==> config.mk <==
export PLATFORM = sky130hd
export DESIGN_NAME = nan_pick_fma
export DESIGN_NICKNAME = d
export VERILOG_FILES = /design/src/rtl/nanpick_pkg.sv /design/src/rtl/nanpick_classify.sv /design/src/rtl/nanpick_arbiter.sv /design/src/rtl/nan_pick_fma.sv
export SDC_FILE = /design/constraint.sdc
export NUM_CORES = 1
export LEC_CHECK = 0
export BUFFER_PORTS_ARGS = -buffer_cell sky130_fd_sc_hd__buf_2
export CORE_MARGIN = 4
export CORE_UTILIZATION = 35
export DETAILED_ROUTE_END_ITERATION = 10
export PLACE_DENSITY = 0.84
export SLEW_MARGIN = 20
export SYNTH_ARGS = -nofsm -noshare
export SYNTH_HDL_FRONTEND = slang
export SYNTH_SLANG_ARGS = --single-unit
==> constraint.sdc <==
create_clock -name vclk -period 2.9
set_input_delay 0.29 -clock vclk [all_inputs]
set_output_delay 0.29 -clock vclk [all_outputs]
set_load 0.02 [all_outputs]
==> src/rtl/nanpick_pkg.sv <==
package nanpick_pkg;
    typedef enum logic [1:0] {
        SRC_A    = 2'd0,
        SRC_B    = 2'd1,
        SRC_C    = 2'd2,
        SRC_DFLT = 2'd3
    } src_e;

    typedef enum logic {
        POL_PRIMARY   = 1'b0,
        POL_ALTERNATE = 1'b1
    } policy_e;

    localparam int N_OPS = 3;
    localparam int IDX_A = 0;
    localparam int IDX_B = 1;
    localparam int IDX_C = 2;
endpackage

==> src/rtl/nanpick_classify.sv <==
module nanpick_classify #(
    parameter int EXP_W  = 8,
    parameter int FRAC_W = 23
) (
    input  logic [EXP_W+FRAC_W:0] word_i,
    output logic                  quiet_o,
    output logic                  signal_o
);
    logic [EXP_W-1:0]  exp_f;
    logic [FRAC_W-1:0] frac_f;
    logic              exp_max;

    always_comb begin
        exp_f    = word_i[FRAC_W +: EXP_W];
        frac_f   = word_i[FRAC_W-1:0];
        exp_max  = &exp_f;
        quiet_o  = exp_max & frac_f[FRAC_W-1];
        signal_o = exp_max & ~frac_f[FRAC_W-1] & (|frac_f);
    end
endmodule

==> src/rtl/nanpick_arbiter.sv <==
module nanpick_arbiter
    import nanpick_pkg::*;
(
    input  logic [N_OPS-1:0] quiet_i,
    input  logic [N_OPS-1:0] signal_i,
    input  logic             zero_inf_i,
    input  policy_e          policy_i,
    output src_e             pick_o,
    output logic             rule_inv_o
);
    logic [N_OPS-1:0] any_nan;

    always_comb begin
        any_nan    = quiet_i | signal_i;
        pick_o     = SRC_B;
        rule_inv_o = 1'b0;
        unique case (policy_i)
            POL_PRIMARY: begin
                if (zero_inf_i && quiet_i[IDX_C]) begin
                    pick_o     = SRC_DFLT;
                    rule_inv_o = 1'b1;
                end else if (signal_i[IDX_C]) pick_o = SRC_C;
                else if (signal_i[IDX_A])     pick_o = SRC_A;
                else if (signal_i[IDX_B])     pick_o = SRC_B;
                else if (quiet_i[IDX_C])      pick_o = SRC_C;
                else if (quiet_i[IDX_A])      pick_o = SRC_A;
                else                          pick_o = SRC_B;
            end
            POL_ALTERNATE: begin
                if (zero_inf_i) begin
                    pick_o     = SRC_C;
                    rule_inv_o = 1'b1;
                end else if (any_nan[IDX_A]) pick_o = SRC_A;
                else if (any_nan[IDX_C])     pick_o = SRC_C;
                else                         pick_o = SRC_B;
            end
        endcase
    end
endmodule

==> src/rtl/nan_pick_fma.sv <==
module nan_pick_fma
    import nanpick_pkg::*;
#(
    parameter int EXP_W  = 8,
    parameter int FRAC_W = 23
) (
    input  logic [EXP_W+FRAC_W:0] op_a,
    input  logic [EXP_W+FRAC_W:0] op_b,
    input  logic [EXP_W+FRAC_W:0] op_c,
    input  logic                  prod_zero_inf,
    input  logic                  force_dflt,
    input  logic                  pol_alt,
    output logic [EXP_W+FRAC_W:0] nan_out,
    output logic                  inv_flag,
    output logic                  nan_hit
);
    localparam int WORD_W = 1 + EXP_W + FRAC_W;
    localparam int QBIT   = FRAC_W - 1;
    localparam logic [WORD_W-1:0] DFLT_NAN =
        {1'b0, {EXP_W{1'b1}}, 1'b1, {(FRAC_W-1){1'b0}}};
    localparam logic [WORD_W-1:0] QUIET_MASK = WORD_W'(1) << QBIT;

    logic [WORD_W-1:0] ops [N_OPS];
    logic [N_OPS-1:0]  is_q;
    logic [N_OPS-1:0]  is_s;
    src_e              pick;
    logic              rule_inv;
    policy_e           policy;

    assign ops[IDX_A] = op_a;
    assign ops[IDX_B] = op_b;
    assign ops[IDX_C] = op_c;
    assign policy     = policy_e'(pol_alt);

    for (genvar gi = 0; gi < N_OPS; gi++) begin : g_cls
        nanpick_classify #(.EXP_W(EXP_W), .FRAC_W(FRAC_W)) u_cls (
            .word_i  (ops[gi]),
            .quiet_o (is_q[gi]),
            .signal_o(is_s[gi])
        );
    end

    nanpick_arbiter u_arb (
        .quiet_i   (is_q),
        .signal_i  (is_s),
        .zero_inf_i(prod_zero_inf),
        .policy_i  (policy),
        .pick_o    (pick),
        .rule_inv_o(rule_inv)
    );

    always_comb begin
        nan_hit  = |(is_q | is_s);
        inv_flag = nan_hit & ((|is_s) | rule_inv);
        if (!nan_hit || force_dflt || pick == SRC_DFLT) begin
            nan_out = DFLT_NAN;
        end else begin
            nan_out = ops[pick] | QUIET_MASK;
        end
    end

    always_comb begin
        if (|is_s) begin
            p_snan_raises_r3: assert (inv_flag)
                else $error("signalling operand without invalid flag");
        end
        if (!nan_hit) begin
            p_idle_quiet_r2: assert (!inv_flag && nan_out == DFLT_NAN)
                else $error("flag or result active with no NaN operand");
        end
        if (nan_hit) begin
            p_out_is_quiet_r9: assert ((&nan_out[FRAC_W +: EXP_W]) && nan_out[QBIT])
                else $error("result is not a quiet NaN");
        end
        if (nan_hit && force_dflt) begin
            p_dflt_mode_r8: assert (nan_out == DFLT_NAN)
                else $error("default mode did not force canonical NaN");
        end
    end
endmodule

==> impl_metrics.csv, run 1 <==
group,metric,value,unit
run_status,run_status,"complete, no violations",
drt,routedWlPerCell,15.3,um
power,power_frac_seq,0,%
drt,drt_iter0_markers,56,
layout,post-route-util,60.8,%
placement,routabilityCongestion,0.854,
global_routing,grt_max_degree,22,
power,p_per_area,82.1,nW/um2
synth,yosys.area.top_type_share,26.7,%
layout,antenna_cells,0,
power,p_switching,0.0000763,W
timing,fmax,355,MHz
timing,drv_slew,0,
floorplan,coreArea,3050,um2
drt,wirelength,4560,um
timing,hold_viol_final,0,
global_routing,grt_first_pass_wirelength,6880,um
timing,holdWs,902,ps
global_routing,antenna_found_initial,0,
timing,period_share,97.2,%
power,p_sw_share,50.1,%
power,ir_worst_vdd,0.0000387,V
power,pwr-share-clk,0,%
synth,synth_seq_area_share,0,%
timing,setup_viol,0,
layout,n_clock_buffer,0,
worst_setup_path,cpMostUsedCell,"buf_2",
power,p_int,0.0000760,W
synth,synth.avg_cell_area,8.93,um2
worst_setup_path,cp_max_fo,12,
worst_setup_path,arrival,2530,ps
synth,yosys_warnings,0,
synth,synth_top_cell_by_area,"o2bb2ai_2",
worst_setup_path,cpLargestDelayFamily,"simple AND/OR/NAND/NOR gates",
layout,fin_nets,355,
worst_setup_path,crit_slowest_cell,"or4b_4",
synth,synth_nets,225,
layout,fill_cells,304,
floorplan,pin_count,133,
hold_path,min_path_type,"in -> out",
worst_setup_path,crit_path_start,"op_c[4]",
floorplan,fp.dieW,64.7,um
layout,drive_gt1_share,68.1,%
worst_setup_path,cp-end-kind,"primary output",
layout,area_growth,65.0,%
synth,synthCells,126,
layout,multiInputGateArea,1030,um2
timing,post-route-min-period,2820,ps
layout,n_sequential_cell,0,
placement,io_buffers,132,
worst_setup_path,criticalPathCategory,"in -> out",
floorplan,die-area,4180,um2
worst_setup_path,worstPathCellList,"buf_2, or4_4, nor2_4, a2111oi_2, or4b_4, o211ai_2, and3_4, buf_12, o2bb2ai_2, buf_2",
placement,dp_hpwl,4180,um
power,totalPowerFinal,0.000152,W
synth,netlist_area,1120,um2
global_routing,grt_pass1_vias,1541,
drt,vias,1606,
worst_setup_path,cpPeakStageDelay,560,ps
floorplan,die_h,64.7,um
power,p_leak,0.961,nW
worst_setup_path,cp.required,2610,ps
clocking,post_cts_buffers,0,
worst_setup_path,endpoint,"nan_out[19]",
timing,rsz0062_at_grt,"false",
worst_setup_path,path_buf_inv,3,
timing,tns,0,ps
drt,post_drt_via_cell_ratio,5.39,
flow_run,drv_cap,0,
drt,first_pass_iters,4,
worst_setup_path,start_kind,"input port",
worst_setup_path,cp.depth,10,
power,p_comb_share,100.0,%
global_routing,grt_util_all_layers,20.2,%
global_routing,gr-total-overflow,0,
layout,regArea,0,um2
drt,drc,0,
synth,synth_cell_types,37,
floorplan,start_util,36.8,%
drt,antenna_left,0,
synth,netlist_top_cells_area,"o2bb2ai_2, mux2i_1, nor4_1",
floorplan,rows,20,
## cell type report
type | count | area share [%]
inverter | 2 | 0.405
tap | 44 | 2.97
multi-input combinational | 113 | 55.5
timing repair buffer | 139 | 41.1
## cell usage after synthesis, types with 2 or more instances
cell	count
nor3_1	6
buf_4	2
inv_1	2
buf_2	3
or3_1	8
nor2_1	2
nand4_1	8
nand2_1	5
buf_6	2
nor4_1	13
buf_12	2
o2bb2ai_1	3
o2bb2ai_2	20
or4_4	2
mux2i_1	23
o21ai_0	4
## kinds of logic after synthesis
logic type / count (synthesis) / synth area share [%]
other cells: 1 / 0.333
simple gates: 51 / 28.9
buf+inv: 13 / 10.6
mux: 23 / 20.5
compound gates: 38 / 39.7
## metrics by stage
| stage | instance area, um2 | std cells | worst slack [ps] |
|---|---|---|---|
| finish | 1860 | 298 | 80.8 |
| global route | 1860 | 298 | 9.90 |
| CTS | 1850 | 298 | 22.4 |
| detailed placement | 1850 | 298 | 30.7 |
| global placement | 1850 | 298 | 90.5 |
| floorplan | 1120 | 126 | 403 |
## power by group through the flow
stage | sequential (W) | clock, W | combinational (W)
6_report | 0 | 0 | 0.000152
5_1_grt | 0 | 0 | 0.000168
4_1_cts | 0 | 0 | 0.000152
3_5_place_dp | 0 | 0 | 0.000151
3_3_place_gp | 0 | 0 | 0.000147
2_1_floorplan | 0 | 0 | 0.0000552
## how the worst min path moves through the flow
| stage | start | to | slack (ps) | cells after the start |
|---|---|---|---|---|
| floorplan | op_b[10] | nan_out[10] | 720 | 1 |
| global placement | op_c[26] | nan_out[26] | 900 | 3 |
| detailed placement | op_c[25] | nan_out[25] | 900 | 3 |
| CTS | op_c[29] | nan_out[29] | 900 | 3 |
| global route | op_c[29] | nan_out[29] | 920 | 3 |
| finish | op_c[23] | nan_out[23] | 900 | 3 |
## layer usage
metal	part of all wire, %	wire (um)	track usage [%]	vias up
li1	-	-	-	789
met1	38	1750	24.4	742
met2	54	2490	38.7	67
met3	5.8	265	2.08	8
met4	1.4	62	3.17	0
met5	0	0	0	-
## placed cells by master (no fill, tap or decap), drive strengths merged
cell,Yosys,routed
or3,8,8
a31oi,1,1
nand3,1,1
inv,2,2
mux2i,23,23
and4,1,1
a311oi,1,1
o31a,1,1
or4b,1,1
o211ai,1,1
or2,1,1
nand2,5,5
nor3,6,6
a211o,1,1
nor2,3,3
nor4,13,13
o21a,1,1
o2111ai,1,1
conb,1,1
nand3b,1,1
a21o,1,1
o21bai,1,1
o21ai,4,4
or4,2,2
a2111oi,1,1
nand4,8,8
o2bb2ai,23,23
buf,10,139
a21oi,1,1
and3,1,1
## repair_timing
item / in CTS / in global routing
hold buffers: 0 / 0
gates resized for setup: 0 / 2
setup endpoints to repair: 0 / 21
No activity file was read; power rests on OpenSTA's default activity.
==> inputs of run 2 (changes only) <==
Settings changed: BUFFER_PORTS_ARGS -buffer_cell sky130_fd_sc_hd__buf_2 to -buffer_cell sky130_fd_sc_hd__buf_4.
==> run 2 against run 1 <==
  * Cell count unchanged
  * Core utilization rose by 11 points
  * Non-clock buffer count stayed put
  * Combinational power is 26% higher
  * Global-route usage rose by 1.3 points
  * Total power increased by 26%
  * Final area up 17%
  * First-iteration DRC count decreased by 48%
  * Clock-buffer cell count unchanged
  * Die area unchanged
  * Largest cell class is now buffers
  * Highest routed layer unchanged
==> impl_metrics.csv, run 2 (synthesis gave the netlist of run 1 again) <==
group,metric,value,unit
run_status,run_status,"complete, no violations",
worst_setup_path,crit_path_start,"op_c[4]",
floorplan,die-area,4180,um2
layout,fill_cells,279,
drt,wirelength,4820,um
floorplan,die_h,64.7,um
worst_setup_path,cpMostUsedCell,"buf_4",
timing,hold_viol_final,0,
drt,post_drt_via_cell_ratio,5.32,
placement,dp_hpwl,4400,um
drt,first_pass_iters,4,
placement,routabilityCongestion,0.884,
floorplan,pin_count,133,
placement,dp_slack,66.6,ps
floorplan,fp.dieW,64.7,um
clocking,ctsHoldBuffers,0,
global_routing,grt_max_degree,23,
global_routing,grt_util_all_layers,21.5,%
drt,routedWlPerCell,16.2,um
layout,area_growth,93.8,%
timing,period_share,96.5,%
timing,tns,0,ps
flow_run,drv_cap,0,
global_routing,grt_first_pass_wirelength,7310,um
timing,post-route-min-period,2800,ps
worst_setup_path,arrival,2510,ps
power,ir_worst_vdd,0.0000495,V
drt,vias,1585,
global_routing,antenna_found_initial,0,
worst_setup_path,criticalPathCategory,"in -> out",
worst_setup_path,start_kind,"input port",
floorplan,rows,20,
power,p_leak,1.06,nW
layout,antenna_cells,0,
worst_setup_path,cp_max_fo,13,
worst_setup_path,cp-end-kind,"primary output",
floorplan,start_util,36.8,%
layout,layout_commonest_cell,"buf_4",
layout,regArea,0,um2
worst_setup_path,endpoint,"nan_out[1]",
global_routing,gr-total-overflow,0,
timing,fin_ws,101,ps
layout,layout.cells.most_common_list,"buf_4, mux2i_1, o2bb2ai_2, nor4_1",
timing,fmax,357,MHz
floorplan,coreArea,3050,um2
timing,drv_slew,0,
drt,drt_iter0_markers,29,
layout,n_clock_buffer,0,
layout,n_sequential_cell,0,
global_routing,grt_pass1_vias,1594,
worst_setup_path,cp.required,2610,ps
placement,io_buffers,132,
drt,antenna_left,0,
power,p_per_area,88.0,nW/um2
worst_setup_path,worstPathCellList,"buf_4, or4_4, nor2_4, a2111oi_2, or4b_4, o211ai_2, and3_4, buf_12, o2bb2ai_1, buf_4",
worst_setup_path,crit_slowest_cell,"or4b_4",
drt,drc,0,
layout,drive_gt1_share,67.7,%
timing,rsz0062_at_grt,"false",
worst_setup_path,cpPeakStageDelay,560,ps
layout,fin_nets,355,
hold_path,min_path_type,"in -> out",
timing,setup_viol,0,
## run 2: cell types whose count changed in the layout (fill, tap and decap cells not counted)
cell     before  now
buf_4         3  135
buf_2       132    0
nor4_1       12   13
nor4_2        1    0
o21ai_1       1    2
o21ai_0       3    2
## run 2: power breakdown
part | leakage [nW] | internal [W] | switching [W]
registers | 0 | 0 | 0
logic | 1.06 | 0.000116 | 0.0000756
clock network | 0 | 0 | 0
total | 1.06 | 0.000116 | 0.0000756
## run 2: area by class of cell
| cell class | instances | area (um2) | area share, % |
|---|---|---|---|
| Inverter | 2 | 7.51 | 0.344 |
| Timing Repair Buffer | 139 | 1090 | 50.2 |
| Multi-Input combinational cell | 113 | 1020 | 47.0 |
| Tap cell | 44 | 55.1 | 2.53 |
## run 2: critical path, delay by kind of cell
family	cells	cell delay, ps
compound gates	3	300
simple gates	4	1490
buf+inv	3	420
## run 2: stage by stage
step                area (um2)  hold slack [ps]  cells  util (%)  total power, W
floorplan                 1120              720    126         -       0.0000552
detailed placement        2180              878    298      71.4        0.000192
CTS                       2180              878    298      71.4        0.000192
global route              2180              897    298      71.4        0.000207
global placement          2180              878    298      71.4        0.000189
finish                    2180              878    298      71.4        0.000192
## run 2: layer usage
| layer | global-route usage, % | up-vias | wire length, um |
|---|---|---|---|
| met3 | 2.95 | 14 | 320 |
| met5 | 0 | - | 0 |
| met4 | 5.80 | 0 | 143 |
| met2 | 40.7 | 68 | 2540 |
| li1 | - | 786 | - |
| met1 | 25.0 | 717 | 1820 |
## run 2: repair_timing
item                                    in CTS  in global routing
buffers inserted                             0                  0
endpoints found under the setup margin       0                 22
resized for setup                            0                  2
## run 2: worst min-delay path by stage
| stage | cells after the start | startpoint | end |
|---|---|---|---|
| finish | 3 | op_c[30] | nan_out[30] |
| global route | 3 | op_c[23] | nan_out[23] |
| CTS | 3 | op_c[30] | nan_out[30] |
| detailed placement | 3 | op_c[30] | nan_out[30] |
| global placement | 3 | op_c[26] | nan_out[26] |
| floorplan | 1 | op_b[10] | nan_out[10] |
==> inputs of run 3 (changes only) <==
--- a/config.mk
+++ b/config.mk
@@ -12,2 +12,3 @@
 export PLACE_DENSITY = 0.84
+export RECOVER_POWER = 25
 export SLEW_MARGIN = 20
==> constraint.sdc (replaced) <==
create_clock -name vclk -period 2.9
set_input_delay 0 -clock vclk [all_inputs]
set_output_delay 0 -clock vclk [all_outputs]
set_load 0.02 [all_outputs]
==> run 3 against run 2 <==
  * First-iteration DRC count grew to 2.7 times the previous value
  * Via count increased by 1.1%
  * Total power decreased by 0.14%
  * Highest routed layer unchanged
  * Critical path type unchanged
  * Die area unchanged
  * Cell count fell by 1.3%
  * Largest power group unchanged
  * Wire length is 1.2% lower
  * Flip-flop and latch count unchanged
==> impl_metrics.csv, run 3 (synthesis gave the netlist of run 1 again) <==
group,metric,value,unit
power,p_comb_share,100.0,%
drt,routedWlPerCell,16.2,um
timing,slew-limit-headroom,63.8,%
timing,fmax,407,MHz
timing,tightest_slew,538,ps
global_routing,grt_max_degree,24,
layout,area_growth,86.0,%
global_routing,grt_first_pass_wirelength,7110,um
worst_setup_path,cp_max_fo,23,
worst_setup_path,crit_path_start,"op_c[4]",
layout,instances_no_fill,294,
global_routing,grt_pass1_vias,1582,
worst_setup_path,path_buf_inv,2,
timing,setup_viol,0,
worst_setup_path,cp.depth,9,
clocking,ctsHoldBuffers,0,
placement,io_buffers,132,
timing,holdWs,299,ps
clocking,cts-resized-gates,0,
timing,drv_slew,0,
global_routing,antenna_found_initial,0,
floorplan,die_h,64.7,um
drt,first_pass_iters,4,
worst_setup_path,cp.required,2900,ps
clocking,post_cts_buffers,0,
worst_setup_path,cpLargestDelayFamily,"simple AND/OR/NAND/NOR gates",
layout,drive_gt1_share,64.8,%
layout,stdcell_area,2090,um2
power,p_switching,0.0000770,W
power,pwr-share-clk,0,%
drt,wirelength,4760,um
layout,fin_nets,351,
floorplan,rows,20,
worst_setup_path,worstPathCellList,"buf_4, or4_4, nor2_4, a2111oi_2, a311oi_1, a21o_1, and3_4, o2bb2ai_1, buf_4",
drt,drc,0,
worst_setup_path,crit_slowest_cell,"or4_4",
worst_setup_path,cpMostUsedCell,"buf_4",
run_status,run_status,"complete, no violations",
layout,regArea,0,um2
power,p_leak,1.01,nW
power,p_sw_share,40.2,%
timing,period_share,84.7,%
placement,routabilityCongestion,0.914,
drt,post_drt_via_cell_ratio,5.45,
power,ir_worst_vdd,0.0000495,V
layout,n_clock_buffer,0,
drt,vias,1603,
layout,post-route-util,68.5,%
timing,rsz0062_at_grt,"false",
placement,dp_hpwl,4280,um
global_routing,grt_util_all_layers,20.8,%
power,p_int,0.000115,W
layout,n_sequential_cell,0,
floorplan,pin_count,133,
timing,post-route-min-period,2460,ps
worst_setup_path,cp-end-kind,"primary output",
floorplan,coreArea,3050,um2
worst_setup_path,start_kind,"input port",
worst_setup_path,criticalPathCategory,"in -> out",
drt,drt_iter0_markers,78,
layout,layout_commonest_cell,"buf_4",
worst_setup_path,endpoint,"nan_out[0]",
hold_path,min_path_type,"in -> out",
power,p_per_area,91.6,nW/um2
worst_setup_path,cpPeakStageDelay,530,ps
global_routing,gr-total-overflow,0,
placement,placed_cells,294,
layout,layout.cells.most_common_list,"buf_4, mux2i_1, o2bb2ai_2, nor4_1",
flow_run,drv_cap,0,
placement,dpl-instance-area,2110,um2
floorplan,start_util,36.8,%
power,power_frac_seq,0,%
drt,antenna_left,0,
hold_path,hp-start,"op_c[23]",
layout,antenna_cells,0,
timing,hold_viol_final,0,
floorplan,fp.dieW,64.7,um
timing,tns,0,ps
worst_setup_path,arrival,2460,ps
floorplan,die-area,4180,um2
==> run 3: power groups by stage <==
stage               logic [W]  clock network (W)  registers [W]
finish               0.000192                  0              0
global route         0.000207                  0              0
CTS                  0.000192                  0              0
detailed placement   0.000191                  0              0
global placement     0.000188                  0              0
floorplan           0.0000552                  0              0
==> run 3: layer usage <==
layer | routed length [um] | global-route usage, %
met4 | 42 | 2.11
met2 | 2570 | 40.3
met5 | 0 | 0
met3 | 326 | 1.91
met1 | 1820 | 25.3
==> run 3: area by class of cell <==
class                           count  area [um2]
Inverter                            2        7.51
Fill cell                         296         961
Multi-Input combinational cell    113        1020
Timing Repair Buffer              135        1010
Tap cell                           44        55.1
==> run 3: worst min path at each step <==
| stage | endpoint | depth (start not counted) | slack [ps] |
|---|---|---|---|
| 2_1_floorplan | nan_out[10] | 1 | 140 |
| 3_3_place_gp | nan_out[26] | 3 | 300 |
| 3_5_place_dp | nan_out[23] | 3 | 300 |
| 4_1_cts | nan_out[23] | 3 | 300 |
| 5_1_grt | nan_out[23] | 3 | 310 |
| 6_report | nan_out[23] | 3 | 300 |
==> run 3: through the flow <==
step,setup WS [ps],power (W)
floorplan,983,0.0000552
global placement,630,0.000188
detailed placement,620,0.000191
CTS,616,0.000192
global route,294,0.000207
finish,444,0.000192
==> run 3: tightest hold or removal path: cells and delay by family <==
| kind | cells | cell delay [ps] |
|---|---|---|
| AND/OR/NAND/NOR | 1 | 90 |
| buffers and inverters | 2 | 210 |
